`config.mk`:
```
export PLATFORM = sky130hd
export DESIGN_NAME = pal_ram_artifact
export DESIGN_NICKNAME = d
export VERILOG_FILES = /design/src/rtl/pal_pkg.sv /design/src/rtl/pal_addr_dec.sv /design/src/rtl/pal_window.sv /design/src/rtl/pal_store.sv /design/src/rtl/pal_ram_artifact.sv
export SDC_FILE = /design/constraint.sdc
export NUM_CORES = 1
export LEC_CHECK = 0
export BUFFER_PORTS_ARGS = -buffer_cell sky130_fd_sc_hd__buf_2
export CAP_MARGIN = 40
export CORE_MARGIN = 10
export CORE_UTILIZATION = 26
export DETAILED_ROUTE_END_ITERATION = 10
export PLACE_DENSITY = 0.47
export SYNTH_ARGS = -nofsm -noshare
export SYNTH_HDL_FRONTEND = slang
export SYNTH_SLANG_ARGS = --single-unit
```
`constraint.sdc`:
```
create_clock -name clk -period 3.4 [get_ports clk]
set_input_delay 0.68 -clock clk [delete_from_list [all_inputs] [get_ports clk]]
set_output_delay 0.68 -clock clk [all_outputs]
set_load 0.05 [all_outputs]
```
`src/rtl/pal_pkg.sv`:
```
package pal_pkg;

   typedef enum logic {
      VIEW_NORMAL = 1'b0,
      VIEW_LEGACY = 1'b1
   } pal_view_e;

   function automatic logic [15:0] pal_mask_color(input logic [15:0] raw,
                                                  input logic [15:0] keep);
      return raw & keep;
   endfunction

endpackage

```
`src/rtl/pal_addr_dec.sv`:
```
module pal_addr_dec #(
   parameter int ADDR_W         = 7,
   parameter int ENTRIES        = 64,
   parameter int LEGACY_ENTRIES = 32,
   parameter int LEGACY_BG_BASE = 16,
   localparam int IDX_W         = $clog2(ENTRIES),
   localparam int LIDX_W        = $clog2(LEGACY_ENTRIES)
) (
   input  logic              ext_mode,
   input  logic [ADDR_W-1:0] byte_addr,
   input  logic [IDX_W-1:0]  bg_sel,
   output logic [IDX_W-1:0]  wr_idx,
   output logic [IDX_W-1:0]  bg_idx
);

   localparam logic [IDX_W-1:0] BG_BASE = IDX_W'(LEGACY_BG_BASE);

   generate
      if (ADDR_W < IDX_W + 1) begin : g_bad_addr
         $error("pal_addr_dec: ADDR_W too small for ENTRIES");
      end
      if (LEGACY_ENTRIES > ENTRIES) begin : g_bad_legacy
         $error("pal_addr_dec: legacy palette larger than palette");
      end
   endgenerate

   logic [IDX_W-1:0] ext_idx;
   logic [IDX_W-1:0] leg_idx;
   logic [IDX_W-1:0] leg_bg;

   assign ext_idx = byte_addr[IDX_W:1];

   generate
      if (LIDX_W < IDX_W) begin : g_leg_pad
         assign leg_idx = {{(IDX_W-LIDX_W){1'b0}}, byte_addr[LIDX_W-1:0]};
      end else begin : g_leg_full
         assign leg_idx = byte_addr[IDX_W-1:0];
      end
   endgenerate

   assign leg_bg = BG_BASE + {{(IDX_W-4){1'b0}}, bg_sel[3:0]};

   always_comb begin
      if (ext_mode) begin
         wr_idx = ext_idx;
         bg_idx = bg_sel;
      end else begin
         wr_idx = leg_idx;
         bg_idx = leg_bg;
      end
   end

endmodule

```
`src/rtl/pal_window.sv`:
```
module pal_window #(
   parameter int SLOT_W     = 9,
   parameter int LINE_W     = 9,
   parameter int START_SLOT = 9,
   parameter int WIDE_PIX   = 320,
   parameter int NARROW_PIX = 256,
   localparam int PIX_W     = SLOT_W + 1
) (
   input  logic              wide_mode,
   input  logic [SLOT_W-1:0] hslot,
   input  logic [LINE_W-1:0] vline,
   input  logic [LINE_W-1:0] act_end_line,
   input  logic [LINE_W-1:0] bord_bot,
   input  logic [LINE_W-1:0] bord_top,
   output logic              in_window,
   output logic [PIX_W-1:0]  pix_idx
);

   localparam int WIDE_END   = START_SLOT + WIDE_PIX / 2;
   localparam int NARROW_END = START_SLOT + NARROW_PIX / 2;

   generate
      if (WIDE_END >= (1 << SLOT_W) || NARROW_END >= (1 << SLOT_W)) begin : g_bad_slot
         $error("pal_window: SLOT_W cannot hold the end slot");
      end
      if ((WIDE_PIX % 2) != 0 || (NARROW_PIX % 2) != 0) begin : g_bad_pix
         $error("pal_window: pixel counts must be even");
      end
   endgenerate

   localparam logic [SLOT_W-1:0] START_S  = SLOT_W'(START_SLOT);
   localparam logic [SLOT_W-1:0] WEND_S   = SLOT_W'(WIDE_END);
   localparam logic [SLOT_W-1:0] NEND_S   = SLOT_W'(NARROW_END);
   localparam logic [LINE_W:0]   WRAP_LN  = {1'b1, {LINE_W{1'b0}}};

   logic [SLOT_W-1:0] end_s;
   logic              h_hit;
   logic [LINE_W:0]   bot_lim;
   logic [LINE_W:0]   top_lim;
   logic [LINE_W:0]   vline_x;
   logic              v_hit;
   logic [SLOT_W-1:0] slot_off;

   assign end_s    = wide_mode ? WEND_S : NEND_S;
   assign h_hit    = (hslot >= START_S) && (hslot < end_s);
   assign vline_x  = {1'b0, vline};
   assign bot_lim  = {1'b0, act_end_line} + {1'b0, bord_bot};
   assign top_lim  = WRAP_LN - {1'b0, bord_top};
   assign v_hit    = (vline_x < bot_lim) || (vline_x > top_lim);
   assign slot_off = hslot - START_S;

   assign in_window = h_hit && v_hit;
   assign pix_idx   = {slot_off, 1'b1};

endmodule

```
`src/rtl/pal_store.sv`:
```
module pal_store #(
   parameter int          ENTRIES = 64,
   parameter int          DATA_W  = 16,
   parameter logic [15:0] KEEP    = 16'h0EEE,
   localparam int         IDX_W   = $clog2(ENTRIES)
) (
   input  logic              clk,
   input  logic              rst_n,
   input  logic              we,
   input  logic [IDX_W-1:0]  widx,
   input  logic [DATA_W-1:0] wdata,
   input  logic [IDX_W-1:0]  ridx_a,
   input  logic [IDX_W-1:0]  ridx_b,
   output logic [DATA_W-1:0] rdata_a,
   output logic [DATA_W-1:0] rdata_b
);

   generate
      if (ENTRIES != (1 << IDX_W)) begin : g_bad_depth
         $error("pal_store: ENTRIES must be a power of two");
      end
      if (DATA_W != 16) begin : g_bad_width
         $error("pal_store: DATA_W must be 16");
      end
   endgenerate

   logic [DATA_W-1:0] cells [ENTRIES];

   for (genvar e = 0; e < ENTRIES; e++) begin : g_cell
      always_ff @(posedge clk or negedge rst_n) begin
         if (!rst_n) begin
            cells[e] <= '0;
         end else if (we && (widx == IDX_W'(e))) begin
            cells[e] <= wdata;
         end
      end
   end

   always_ff @(posedge clk or negedge rst_n) begin
      if (!rst_n) begin
         rdata_a <= '0;
         rdata_b <= '0;
      end else begin
         rdata_a <= cells[ridx_a];
         rdata_b <= cells[ridx_b];
      end
   end

   p_mask_rd_r1: assert property (@(posedge clk) disable iff (!rst_n)
      (rdata_a & ~KEEP) == '0);
   p_mask_bg_r1: assert property (@(posedge clk) disable iff (!rst_n)
      (rdata_b & ~KEEP) == '0);

endmodule

```
`src/rtl/pal_ram_artifact.sv`:
```
module pal_ram_artifact #(
   parameter int          ENTRIES        = 64,
   parameter int          LEGACY_ENTRIES = 32,
   parameter int          ADDR_W         = 7,
   parameter int          DATA_W         = 16,
   parameter int          SLOT_W         = 9,
   parameter int          LINE_W         = 9,
   parameter int          START_SLOT     = 9,
   parameter int          WIDE_PIX       = 320,
   parameter int          NARROW_PIX     = 256,
   parameter logic [15:0] KEEP           = 16'h0EEE,
   localparam int         IDX_W          = $clog2(ENTRIES),
   localparam int         PIX_W          = SLOT_W + 1
) (
   input  logic              clk,
   input  logic              rst_n,
   input  logic              ext_mode,
   input  logic              wide_mode,
   input  logic              wr_en,
   input  logic [ADDR_W-1:0] wr_addr,
   input  logic [DATA_W-1:0] wr_data,
   input  logic [SLOT_W-1:0] hslot,
   input  logic [LINE_W-1:0] vline,
   input  logic [LINE_W-1:0] act_end_line,
   input  logic [LINE_W-1:0] bord_bot,
   input  logic [LINE_W-1:0] bord_top,
   input  logic [IDX_W-1:0]  bg_sel,
   input  logic [IDX_W-1:0]  rd_idx,
   input  logic [DATA_W-1:0] pipe_pix,
   output logic [DATA_W-1:0] rd_color,
   output logic [DATA_W-1:0] bg_color,
   output logic [DATA_W-1:0] pix_out,
   output logic [PIX_W-1:0]  pix_num,
   output logic              pix_forced,
   output logic              pix_legacy_view
);

   import pal_pkg::*;

   logic [IDX_W-1:0]  wr_idx;
   logic [IDX_W-1:0]  bg_idx;
   logic [DATA_W-1:0] wr_kept;
   logic              in_window;
   logic [PIX_W-1:0]  pix_idx;
   logic              force_now;
   pal_view_e         view_now;
   logic              live_q;

   pal_addr_dec #(
      .ADDR_W         (ADDR_W),
      .ENTRIES        (ENTRIES),
      .LEGACY_ENTRIES (LEGACY_ENTRIES),
      .LEGACY_BG_BASE (LEGACY_ENTRIES / 2)
   ) u_dec (
      .ext_mode  (ext_mode),
      .byte_addr (wr_addr),
      .bg_sel    (bg_sel),
      .wr_idx    (wr_idx),
      .bg_idx    (bg_idx)
   );

   pal_window #(
      .SLOT_W     (SLOT_W),
      .LINE_W     (LINE_W),
      .START_SLOT (START_SLOT),
      .WIDE_PIX   (WIDE_PIX),
      .NARROW_PIX (NARROW_PIX)
   ) u_win (
      .wide_mode    (wide_mode),
      .hslot        (hslot),
      .vline        (vline),
      .act_end_line (act_end_line),
      .bord_bot     (bord_bot),
      .bord_top     (bord_top),
      .in_window    (in_window),
      .pix_idx      (pix_idx)
   );

   assign wr_kept = pal_mask_color(wr_data, KEEP);

   pal_store #(
      .ENTRIES (ENTRIES),
      .DATA_W  (DATA_W),
      .KEEP    (KEEP)
   ) u_store (
      .clk     (clk),
      .rst_n   (rst_n),
      .we      (wr_en),
      .widx    (wr_idx),
      .wdata   (wr_kept),
      .ridx_a  (rd_idx),
      .ridx_b  (bg_idx),
      .rdata_a (rd_color),
      .rdata_b (bg_color)
   );

   assign force_now = wr_en && in_window;
   assign view_now  = ext_mode ? VIEW_NORMAL : VIEW_LEGACY;

   always_ff @(posedge clk or negedge rst_n) begin
      if (!rst_n) begin
         pix_out         <= '0;
         pix_num         <= '0;
         pix_forced      <= 1'b0;
         pix_legacy_view <= 1'b0;
         live_q          <= 1'b0;
      end else begin
         live_q     <= 1'b1;
         pix_forced <= force_now;
         if (force_now) begin
            pix_out         <= wr_kept;
            pix_num         <= pix_idx;
            pix_legacy_view <= (view_now == VIEW_LEGACY);
         end else begin
            pix_out         <= pipe_pix;
            pix_num         <= '0;
            pix_legacy_view <= 1'b0;
         end
      end
   end

   p_force_needs_wr_r6: assert property (@(posedge clk) disable iff (!rst_n)
      live_q && pix_forced |-> $past(wr_en));
   p_force_color_r6: assert property (@(posedge clk) disable iff (!rst_n)
      live_q && pix_forced |-> pix_out == ($past(wr_data) & KEEP));
   p_force_hstart_r4: assert property (@(posedge clk) disable iff (!rst_n)
      live_q && pix_forced |-> $past(hslot) >= SLOT_W'(START_SLOT));
   p_pass_through_r7: assert property (@(posedge clk) disable iff (!rst_n)
      live_q && !pix_forced |-> pix_out == $past(pipe_pix) && pix_num == '0);
   p_view_tag_r8: assert property (@(posedge clk) disable iff (!rst_n)
      live_q && pix_forced |-> pix_legacy_view == !$past(ext_mode));
   p_pixnum_odd_r6: assert property (@(posedge clk) disable iff (!rst_n)
      pix_forced |-> pix_num[0]);

endmodule

```
==> impl_metrics.toml, run 1 <==
[run_status]
outcome = "finished clean"

[critical_path]
critical_path.endpoint = "pix_out[6]"
setup.worst_path.start = "act_end_line[0]"
endpoint_kind = "register"
reg2reg_setup_slack_ns = 1.02
worst_r2r_startpoint = "u_store.cells[202]"
critical_path_start_end_classification = "input port to register"
startpoint_type = "input port"
cp_data_required_time_ns = 3.93
worstRegToRegCells = 6
timing.critical_path.arrival_ns = 3.59
highest_net_fanout_along_the_worst_path = 12
timing.rr.end = "u_store.rdata_b[10]"

[floorplanning]
fp-row-count = 131
fp.dieArea_um2 = 143000
core_area_um2 = 128000
die-height_um = 378
width_of_the_chip_um = 378
start_util_pct = 26.2
io-pin-count = 161

[grt]
grt_max_degree = 87
first_pass_grt_wire_length_um = 163000
grt_antenna_before_repair = 14
grt_overflow = 0
gr-usage-all-layers_pct = 15.4
grt_pass1_vias = 22900

[sta]
drv_slew = 0
fmax_mhz = 327
setup_repair_after_global_routing_missed_its_margin = "no"
layout_worst_path_cycle_share_pct = 90.0
setup_viol = 0
hold_viol_final = 0
fin_tns_setup_ns = 0
worstMarginPinSlew_ns = 0.912
hold_slack_ns = 0.0177
clock-skew-final_ns = 0.0463
slew_headroom_pct = 39.2
period_minus_slack_ns = 3.06

[logic_synthesis]
netlist_cell_types = 55
mappedNetlistArea_um2 = 33400
postSynthCellCount = 2138
ys_ff_latch = 621
synth.yosys.seq_area_share_pct = 46.5
synth.top_cell.area_share_pct = 46.5
synth_area_leaders = "sky130_fd_sc_hd__dfrtp_1 47%, sky130_fd_sc_hd__mux4_2 24%, sky130_fd_sc_hd__mux2_2 20%"
asyncSetResetFlopFracSynth_pct = 100
post-synth-top-count-cell = "sky130_fd_sc_hd__dfrtp_1"
post_synth.cell_area_avg_um2 = 15.6
synth_warnings = 0
synth_enable_flop_cells = 0
primary_ff_master_synth = "sky130_fd_sc_hd__dfrtp_1"
synth_commonest_cells = "621 x sky130_fd_sc_hd__dfrtp_1, 584 x sky130_fd_sc_hd__mux2_2, 354 x sky130_fd_sc_hd__mux4_2"
synth_top_cell_by_area = "sky130_fd_sc_hd__dfrtp_1"

[routing]
ant_nets = 0
drt-pass1-iter-count = 5
route.met3.wl_um = 7370
dr.max_layer_used = "met5"
num_vias = 21000
postRouteWirelength_um = 111000
wire_per_inst_um = 27.3
drt_iter0_markers = 1463
post_route_drc_violation_count = 0
post_drt_via_cell_ratio = 5.15
dr_wl_met2_um = 52600
drt-met1-wl_um = 47600

[clock_network]
worst_skew_pair.late_latency_ns = 0.66
clock-sinks = 621
clock_input_transition_at_the_sequential_cells_of_the_worst_setup_and_hold_paths_ns = 0.06
post-cts-setup-buffer-count = 0
max-clock-path-buffers = 3
cts.repair.resized = 0
cts-root-buf = "sky130_fd_sc_hd__clkbuf_16"
cts_hold_buf = 0
h_tree_levels = 3
cts_inserted_buffers = 77
tritoncts_clock_tree = "yes"

[placement]
dpl-instance-area_um2 = 37100
port_buf_inserts = 139
globalplace.congestion = 0.844
detailed_place_hpwl_um = 77200
numPlacedInstances = 3936

[cells_and_area]
layout.core_utilization_pct = 31.1
area_delta_synth_final_pct = 19.0
instances_no_fill = 4078
fillerInstances = 12400
post_route_cells_drive_above_1_share_pct = 58.6
stdcell_area_um2 = 39800
num-nets-final = 2485

[run]
cap_viol_max_count = 0

[power]
peakVddDrop_v = 0.000377
power_density_nw_per_um2 = 546
leakage_nw = 17.5

[min_path]
timing.hold.worst.class = "input port to async pin"
==> routing by layer <==
layer	vias to the layer above	GRT usage, %
met4	8	5.54
met1	11400	20.4
met3	159	3.28
met2	693	24.8
li1	8726	-
met5	-	0
==> cell type report <==
type / instances / area [um^2] / share of cell area [%]
Antenna cell: 3 / 7.51 / 0.0189
Clock buffer: 116 / 2320 / 5.85
Clock inverter: 23 / 345 / 0.868
Inverter: 17 / 63.8 / 0.160
Multi-Input combinational cell: 1326 / 17000 / 42.7
Sequential cell: 621 / 15500 / 39.1
Tap cell: 1662 / 2080 / 5.23
Timing Repair Buffer: 310 / 2410 / 6.07
==> layout by cell type, fill, tap and decap left out, drive strengths merged, types with 3 or more instances in the layout <==
cell type	netlist	layout
dfrtp	621	621
mux2	585	585
mux4	354	354
buf	81	310
clkbuf	106	116
nor2	67	67
nand2	64	64
ha	30	30
o22ai	29	29
o21ai	22	22
nor3	20	20
inv	17	19
conb	1	14
clkinv	0	14
a21oi	13	13
nand2b	12	12
xnor2	12	12
and2	12	12
nor2b	10	10
a211oi	9	9
a21o	9	9
nand3	8	8
a22oi	7	7
xor2	7	7
nand4	6	6
bufinv	0	6
nor4	5	5
or2	4	4
diode	0	3
or3	3	3
o21a	3	3
==> worst max-delay path, stage by stage <==
cell,delay [ns]
sky130_fd_sc_hd__buf_2,0.10
sky130_fd_sc_hd__ha_1,0.19
sky130_fd_sc_hd__inv_1,0.07
sky130_fd_sc_hd__fa_2,0.34
sky130_fd_sc_hd__nor2b_1,0.12
sky130_fd_sc_hd__o21ai_0,0.10
sky130_fd_sc_hd__nand2b_1,0.12
sky130_fd_sc_hd__a21o_1,0.13
sky130_fd_sc_hd__nand2_1,0.07
sky130_fd_sc_hd__a21oi_2,0.14
sky130_fd_sc_hd__xnor2_1,0.07
sky130_fd_sc_hd__ha_1,0.29
sky130_fd_sc_hd__o2111a_1,0.18
sky130_fd_sc_hd__a221o_1,0.15
sky130_fd_sc_hd__nand3_2,0.09
sky130_fd_sc_hd__o21ai_4,0.25
sky130_fd_sc_hd__buf_12,0.16
sky130_fd_sc_hd__mux2_2,0.32
==> logic make-up after synthesis <==
family / share of synthesized area, %
adders and majority gates: 1.18
other: 0.0112
buffers and inverters: 2.83
DFF: 46.5
xor gates and xnor gates: 0.498
muxes: 43.6
and+or+nand+nor: 3.31
AOI/OAI and AO/OA: 2.02
==> worst min-delay path by stage <==
stage / endpoint / slack [ns] / depth (start not counted)
2_1_floorplan: pix_legacy_view / 0.38 / 0
3_3_place_gp: u_store.cells[409] / 0.50 / 1
3_5_place_dp: u_store.cells[794] / 0.51 / 1
4_1_cts: u_store.cells[597] / 0.04 / 1
5_1_grt: u_store.cells[503] / 0.04 / 1
6_report: u_store.cells[503] / 0.02 / 1
==> per-stage QoR <==
stage          setup WS [ns]  power [W]
5_1_grt                0.145     0.0227
4_1_cts                0.364     0.0220
2_1_floorplan         0.0203     0.0118
3_5_place_dp          -0.337     0.0133
3_3_place_gp          -0.377     0.0131
6_report               0.338     0.0217
==> sequential cells by signal, summed over array words and instances, names as in the netlist <==
| register | count |
|---|---|
| u_store.cells | 576 |
| pix_legacy_view | 1 |
| u_store.rdata_a | 9 |
| pix_out | 16 |
| pix_num | 10 |
| u_store.rdata_b | 9 |
==> power by group <==
group | internal [W] | total (W) | switching, W
logic | 0.00217 | 0.00407 | 0.00190
registers | 0.00839 | 0.00907 | 0.000687
clock network | 0.00520 | 0.00859 | 0.00339
total | 0.0157 | 0.0217 | 0.00598
Note: power is estimated with default switching activity, not from simulation.
==> inputs of run 2 (changes only) <==
--- a/config.mk
+++ b/config.mk
@@ -7,10 +7,12 @@
 export LEC_CHECK = 0
 export BUFFER_PORTS_ARGS = -buffer_cell sky130_fd_sc_hd__buf_2
 export CAP_MARGIN = 40
+export CELL_PAD_IN_SITES_DETAIL_PLACEMENT = 1
+export CELL_PAD_IN_SITES_GLOBAL_PLACEMENT = 1
 export CORE_MARGIN = 10
 export CORE_UTILIZATION = 26
 export DETAILED_ROUTE_END_ITERATION = 10
-export PLACE_DENSITY = 0.47
+export PLACE_DENSITY = 0.52
 export SYNTH_ARGS = -nofsm -noshare
 export SYNTH_HDL_FRONTEND = slang
 export SYNTH_SLANG_ARGS = --single-unit
==> run 2 against run 1 <==
  * Final area fell by 0.59%
  * Cell count fell by 0.29%
  * Core utilization fell by 0.18 points
  * Worst hold slack improved by 0.25 ns
  * Critical endpoint is now pix_out[7]
  * First-iteration DRC count fell by 11%
  * Largest cell class unchanged
  * Sequential power barely moved
==> impl_metrics.toml, run 2 (synthesis results as in run 1) <==
[clock_network]
post-cts-setup-buffer-count = 0
h_tree_levels = 3
cts_inserted_buffers = 72
clock_input_transition_at_the_sequential_cells_of_the_worst_setup_and_hold_paths_ns = 0.06
worst_skew_pair.late_latency_ns = 0.64
cts_hold_buf = 1
tritoncts_clock_tree = "yes"
cts-root-buf = "sky130_fd_sc_hd__clkbuf_16"
cts.repair.resized = 0
clock-sinks = 621
max-clock-path-buffers = 3

[critical_path]
startpoint_type = "input port"
highest_net_fanout_along_the_worst_path = 4
cp_data_required_time_ns = 3.90
critical_path_start_end_classification = "input port to register"
reg2reg_setup_slack_ns = 1.01
timing.critical_path.arrival_ns = 3.51
endpoint_kind = "register"

[power]
internal_power_w = 0.0152
power_switching_share_pct = 27.7
netSwitchingPower_w = 0.00584
power_density_nw_per_um2 = 532
power.clock.fraction_pct = 37.3
share_seq_of_total_power_pct = 43.2
combPwrFrac_pct = 19.5
peakVddDrop_v = 0.000321
leakage_nw = 17.3

[run]
cap_viol_max_count = 0

[floorplanning]
fp-row-count = 131
width_of_the_chip_um = 378
start_util_pct = 26.2
die-height_um = 378
fp.dieArea_um2 = 143000
core_area_um2 = 128000
io-pin-count = 161

[cells_and_area]
layout.core_utilization_pct = 31.0
reg_top3 = "u_store.cells (576), pix_out (16), pix_num (10)"
area_delta_synth_final_pct = 18.3
fillerInstances = 13200
largest-register = "u_store.cells"
post_route_cells_drive_above_1_share_pct = 58.4
num-nets-final = 2483
most_frequent_standard_cell_in_the_layout_excluding_fill_and_tap_cells = "sky130_fd_sc_hd__dfrtp_1"
highest_count_cells_in_the_layout_ignoring_fill_and_taps = "621 x sky130_fd_sc_hd__dfrtp_1, 584 x sky130_fd_sc_hd__mux2_2, 354 x sky130_fd_sc_hd__mux4_2"
largest_register_ffs = 576

[sta]
worstMarginPinSlew_ns = 0.888
clock-skew-final_ns = 0.0249
finalWorstSetupSlack_ns = 0.388
setup_viol = 0
setup_repair_after_global_routing_missed_its_margin = "no"
fmax_mhz = 332
layout_worst_path_cycle_share_pct = 88.6
drv_slew = 0
hold_viol_final = 0
slew_headroom_pct = 40.6
period_minus_slack_ns = 3.01

[run_status]
outcome = "finished clean"

[grt]
grt_pass1_vias = 23600
grt_antenna_before_repair = 18
grt_max_degree = 131
grt_overflow = 0
gr-usage-all-layers_pct = 16.3
first_pass_grt_wire_length_um = 171000

[routing]
wire_per_inst_um = 28.9
drt_iter0_markers = 1299
postRouteWirelength_um = 118000
ant_nets = 0
drt-pass1-iter-count = 5
post_drt_via_cell_ratio = 5.25
num_vias = 21300
post_route_drc_violation_count = 0

[min_path]
timing.hold.worst.class = "input port to register"

[placement]
globalplace.congestion = 0.840
detailed_place_hpwl_um = 81700
detailedPlace.worstSlack_ns = -0.326
port_buf_inserts = 139
-- run 2: cell count changes in the layout (fill, tap and decap cells not counted), sizes merged --
cell,delta
buf,+2
clkinvlp,+2
dlygate4sd3,+1
clkbuf,-14
bufinv,-1
clkinv,-4
diode,+2
-- run 2: cell type report --
| type | count | area, um^2 | share of cell area (%) |
|---|---|---|---|
| Sequential cell | 621 | 15500 | 39.3 |
| Antenna cell | 5 | 12.5 | 0.0316 |
| Clock inverter | 20 | 251 | 0.636 |
| Clock buffer | 102 | 2090 | 5.28 |
| Multi-Input combinational cell | 1326 | 17000 | 43.0 |
| Inverter | 17 | 63.8 | 0.161 |
| Tap cell | 1662 | 2080 | 5.26 |
| Timing Repair Buffer | 313 | 2510 | 6.34 |
-- run 2: path summary, 6_finish.rpt --
check | end | from | depth (start not counted)
setup reg to reg | u_store.rdata_b[2] | u_store.cells[2] | 4
setup / recovery | pix_out[7] | act_end_line[0] | 18
hold reg to reg | u_store.cells[515] | u_store.cells[515] | 1
min in group asynchronous | u_store.cells[1015] | rst_n | 2
max in group asynchronous | u_store.cells[673] | rst_n | 4
hold / removal | pix_out[0] | pipe_pix[0] | 2
-- run 2: metal layers --
metal / global-route usage (%) / up-vias / share of wire, % / wire length, um
li1: - / 8716 / - / -
met1: 21.3 / 11700 / 42 / 49400
met2: 27.5 / 689 / 49 / 57600
met3: 3.08 / 193 / 6.0 / 7110
met4: 4.70 / 2 / 2.9 / 3410
met5: 0 / - / 0.0077 / 9
-- run 2: metrics by stage --
step	hold slack (ns)	instances	area [um^2]	TNS, ns	power (W)
2_1_floorplan	0.384	2151	33500	0	0.0118
3_3_place_gp	0.499	3935	37100	-5.81	0.0131
3_5_place_dp	0.509	3938	37200	-6.29	0.0134
4_1_cts	0.220	4061	39500	0	0.0214
5_1_grt	0.241	4062	39500	0	0.0220
6_report	0.266	4066	39500	0	0.0210
-- run 2: power by group through the flow --
| stage | registers [W] | clock network (W) | logic (W) |
|---|---|---|---|
| final | 0.00909 | 0.00785 | 0.00410 |
| after global routing | 0.00921 | 0.00840 | 0.00439 |
| after CTS | 0.00908 | 0.00810 | 0.00417 |
| after detailed placement | 0.00921 | 0 | 0.00416 |
| after global placement | 0.00906 | 0 | 0.00405 |
| after floorplan | 0.00914 | 0 | 0.00263 |
-- run 2: critical path, cell delays in order --
cell	delay (ns)
sky130_fd_sc_hd__buf_2	0.11
sky130_fd_sc_hd__ha_1	0.18
sky130_fd_sc_hd__inv_1	0.06
sky130_fd_sc_hd__fa_2	0.34
sky130_fd_sc_hd__nor2b_1	0.11
sky130_fd_sc_hd__o21ai_0	0.08
sky130_fd_sc_hd__nand2b_1	0.11
sky130_fd_sc_hd__a21o_1	0.13
sky130_fd_sc_hd__nand2_1	0.08
sky130_fd_sc_hd__a21oi_2	0.14
sky130_fd_sc_hd__xnor2_1	0.08
sky130_fd_sc_hd__ha_1	0.29
sky130_fd_sc_hd__o2111a_1	0.18
sky130_fd_sc_hd__a221o_1	0.15
sky130_fd_sc_hd__nand3_2	0.10
sky130_fd_sc_hd__o21ai_4	0.18
sky130_fd_sc_hd__buf_4	0.18
sky130_fd_sc_hd__mux2_2	0.34
==> inputs of run 3 (changes only) <==
--- a/config.mk
+++ b/config.mk
@@ -13,6 +13,8 @@
 export CORE_UTILIZATION = 26
 export DETAILED_ROUTE_END_ITERATION = 10
 export PLACE_DENSITY = 0.52
+export RECOVER_POWER = 50
+export SLEW_MARGIN = 25
 export SYNTH_ARGS = -nofsm -noshare
 export SYNTH_HDL_FRONTEND = slang
 export SYNTH_SLANG_ARGS = --single-unit
==> run 3 against run 2 <==
  * Die area unchanged
  * Clock power down 2%
  * First-iteration DRC count rose by 0.62%
  * Worst hold slack got worse by 0.0054 ns
  * Final area shrank 0.24%
  * The flow now finishes with violations (max-capacitance violations, max-slew violations)
  * Non-clock buffer count decreased by 1
  * Flip-flop and latch count is the same
==> impl_metrics.toml, run 3 (synthesis results as in run 1) <==
[clock_network]
h_tree_levels = 3
clock-sinks = 621
cts.repair.resized = 0
post-cts-setup-buffer-count = 0
worst_skew_pair.late_latency_ns = 0.64
tritoncts_clock_tree = "yes"
cts_inserted_buffers = 72
clock_input_transition_at_the_sequential_cells_of_the_worst_setup_and_hold_paths_ns = 0.06
max-clock-path-buffers = 3
cts-root-buf = "sky130_fd_sc_hd__clkbuf_16"

[critical_path]
cp_cell_sequence = "buf_2 > ha_1 > inv_1 > fa_2 > nor2b_1 > o21ai_0 > nand2b_1 > a21o_1 > nand2_1 > a21oi_2 > xnor2_1 > ha_1 > o2111a_1 > a221o_1 > nand3_2 > o21ai_4 > buf_4 > mux2_2"
critical_path_start_end_classification = "input port to register"
startpoint_type = "input port"
critPathTopFamily = "compound AO/OA/AOI/OAI gates"
endpoint_kind = "register"
highest_net_fanout_along_the_worst_path = 4
worst_r2r_startpoint = "u_store.cells[81]"
reg2reg_setup_slack_ns = 0.96
timing.critical_path.slowest_cell_delay_ns = 0.34
worstRegToRegCells = 7
timing.rr.end = "u_store.rdata_b[1]"
path_buf_inv = 3
critical-path-top-cell-by-count = "sky130_fd_sc_hd__ha_1"
cp_data_required_time_ns = 3.91
critical-path-slowest-cell = "sky130_fd_sc_hd__mux2_2"
timing.critical_path.arrival_ns = 3.55

[grt]
gr-usage-all-layers_pct = 16.3
grt_pass1_vias = 23500
grt_antenna_before_repair = 19
grt_overflow = 0
first_pass_grt_wire_length_um = 172000
grt_max_degree = 131

[cells_and_area]
most_frequent_standard_cell_in_the_layout_excluding_fill_and_tap_cells = "sky130_fd_sc_hd__dfrtp_1"
largest_register_ffs = 576
highest_count_cells_in_the_layout_ignoring_fill_and_taps = "621 x sky130_fd_sc_hd__dfrtp_1, 584 x sky130_fd_sc_hd__mux2_2, 354 x sky130_fd_sc_hd__mux4_2"
reg_top3 = "u_store.cells (576), pix_out (16), pix_num (10)"
post_route_cells_drive_above_1_share_pct = 57.9
num-nets-final = 2482
area_delta_synth_final_pct = 18.0
largest-register = "u_store.cells"
instances_no_fill = 4076

[sta]
hold_viol_final = 0
slew_headroom_pct = -19.9
clock-skew-final_ns = 0.0219
hold_slack_ns = 0.261
drv_slew = 17
period_minus_slack_ns = 3.05
fmax_mhz = 328
worstMarginPinSlew_ns = 1.80
setup_viol = 0
layout_worst_path_cycle_share_pct = 89.7
setup_repair_after_global_routing_missed_its_margin = "no"
finalWorstSetupSlack_ns = 0.352

[routing]
num_vias = 21200
drt_iter0_markers = 1307
post_drt_via_cell_ratio = 5.20
drt-pass1-iter-count = 5
wire_per_inst_um = 28.8
ant_nets = 0
postRouteWirelength_um = 118000
post_route_drc_violation_count = 0

[placement]
port_buf_inserts = 139
globalplace.congestion = 0.840
numPlacedInstances = 3937
detailedPlace.worstSlack_ns = -0.321
detailed_place_hpwl_um = 81600

[floorplanning]
io-pin-count = 161
width_of_the_chip_um = 378
fp-row-count = 131
fp.dieArea_um2 = 143000
core_area_um2 = 128000
die-height_um = 378
start_util_pct = 26.2

[min_path]
whs_path_depth = 2
timing.hold.worst.class = "input port to register"
holdCritStartpoint = "pipe_pix[0]"
holdPathEnd = "pix_out[0]"

[power]
combPwrFrac_pct = 19.7
peakVddDrop_v = 0.000296
power_density_nw_per_um2 = 528
share_seq_of_total_power_pct = 43.6
netSwitchingPower_w = 0.00587
power_switching_share_pct = 28.1
leakage_nw = 17.3
power.clock.fraction_pct = 36.8
internal_power_w = 0.0150

[run]
cap_viol_max_count = 1

[run_status]
outcome = "finished, violations left"
violations = "max-capacitance violations, max-slew violations"
==> run 3: worst max-delay path by stage <==
stage / from / endpoint / slack [ns] / cells past startpoint
2_1_floorplan: act_end_line[0] / pix_out[11] / 0.02 / 17
3_3_place_gp: act_end_line[0] / pix_out[7] / -0.30 / 18
3_5_place_dp: act_end_line[0] / pix_out[7] / -0.32 / 18
4_1_cts: act_end_line[0] / pix_out[7] / 0.32 / 18
5_1_grt: rst_n / u_store.rdata_a[2] / 0.12 / 4
6_report: act_end_line[0] / pix_out[7] / 0.35 / 18
==> run 3: cell type report <==
type | instances | area, um^2
inverter | 17 | 63.8
antenna | 6 | 15.0
fill | 13300 | 88200
sequential | 621 | 15500
tap | 1662 | 2080
timing repair buffer | 312 | 2450
multi-input combinational | 1326 | 17000
clock buffer | 110 | 2140
clock inverter | 22 | 158
==> run 3: power groups by stage <==
| stage | clock network [W] | logic [W] | registers (W) |
|---|---|---|---|
| 2_1_floorplan | 0 | 0.00263 | 0.00914 |
| 3_3_place_gp | 0 | 0.00405 | 0.00906 |
| 3_5_place_dp | 0 | 0.00415 | 0.00920 |
| 4_1_cts | 0.00788 | 0.00417 | 0.00908 |
| 5_1_grt | 0.00822 | 0.00437 | 0.00921 |
| 6_report | 0.00766 | 0.00410 | 0.00909 |
==> run 3: per-layer routing <==
metal	GRT usage [%]	vias to the layer above	share of wire, %
met3	3.16	199	5.4
met5	0	-	0.0060
met4	5.18	2	3.4
li1	-	8723	-
met2	27.1	624	48
met1	21.3	11700	43
==> run 3: stage by stage <==
| step | total power [W] | util, % | TNS (ns) | instance area, um^2 |
|---|---|---|---|---|
| after floorplan | 0.0118 | - | 0 | 33500 |
| after global placement | 0.0131 | 29.1 | -5.81 | 37100 |
| after detailed placement | 0.0134 | 29.1 | -6.37 | 37200 |
| after CTS | 0.0211 | 30.9 | 0 | 39500 |
| after global routing | 0.0218 | 30.9 | 0 | 39400 |
| final | 0.0208 | 30.9 | 0 | 39400 |
==> run 3: repair_timing <==
| item | in CTS | in global routing |
|---|---|---|
| endpoints found under the hold margin | 13 | 0 |
| hold buffers | 1 | 0 |
| setup endpoints to repair | 0 | 0 |
==> run 3: worst reg2reg max path, stage by stage, from the launching register on <==
cell                       delay (ns)
sky130_fd_sc_hd__dfrtp_1         0.40
sky130_fd_sc_hd__mux4_2          0.45
sky130_fd_sc_hd__nor2b_1         0.14
sky130_fd_sc_hd__a211oi_1        0.59
sky130_fd_sc_hd__nor3_1          0.14
sky130_fd_sc_hd__buf_4           0.18
sky130_fd_sc_hd__a22oi_1         0.14
sky130_fd_sc_hd__o21ai_1         0.22
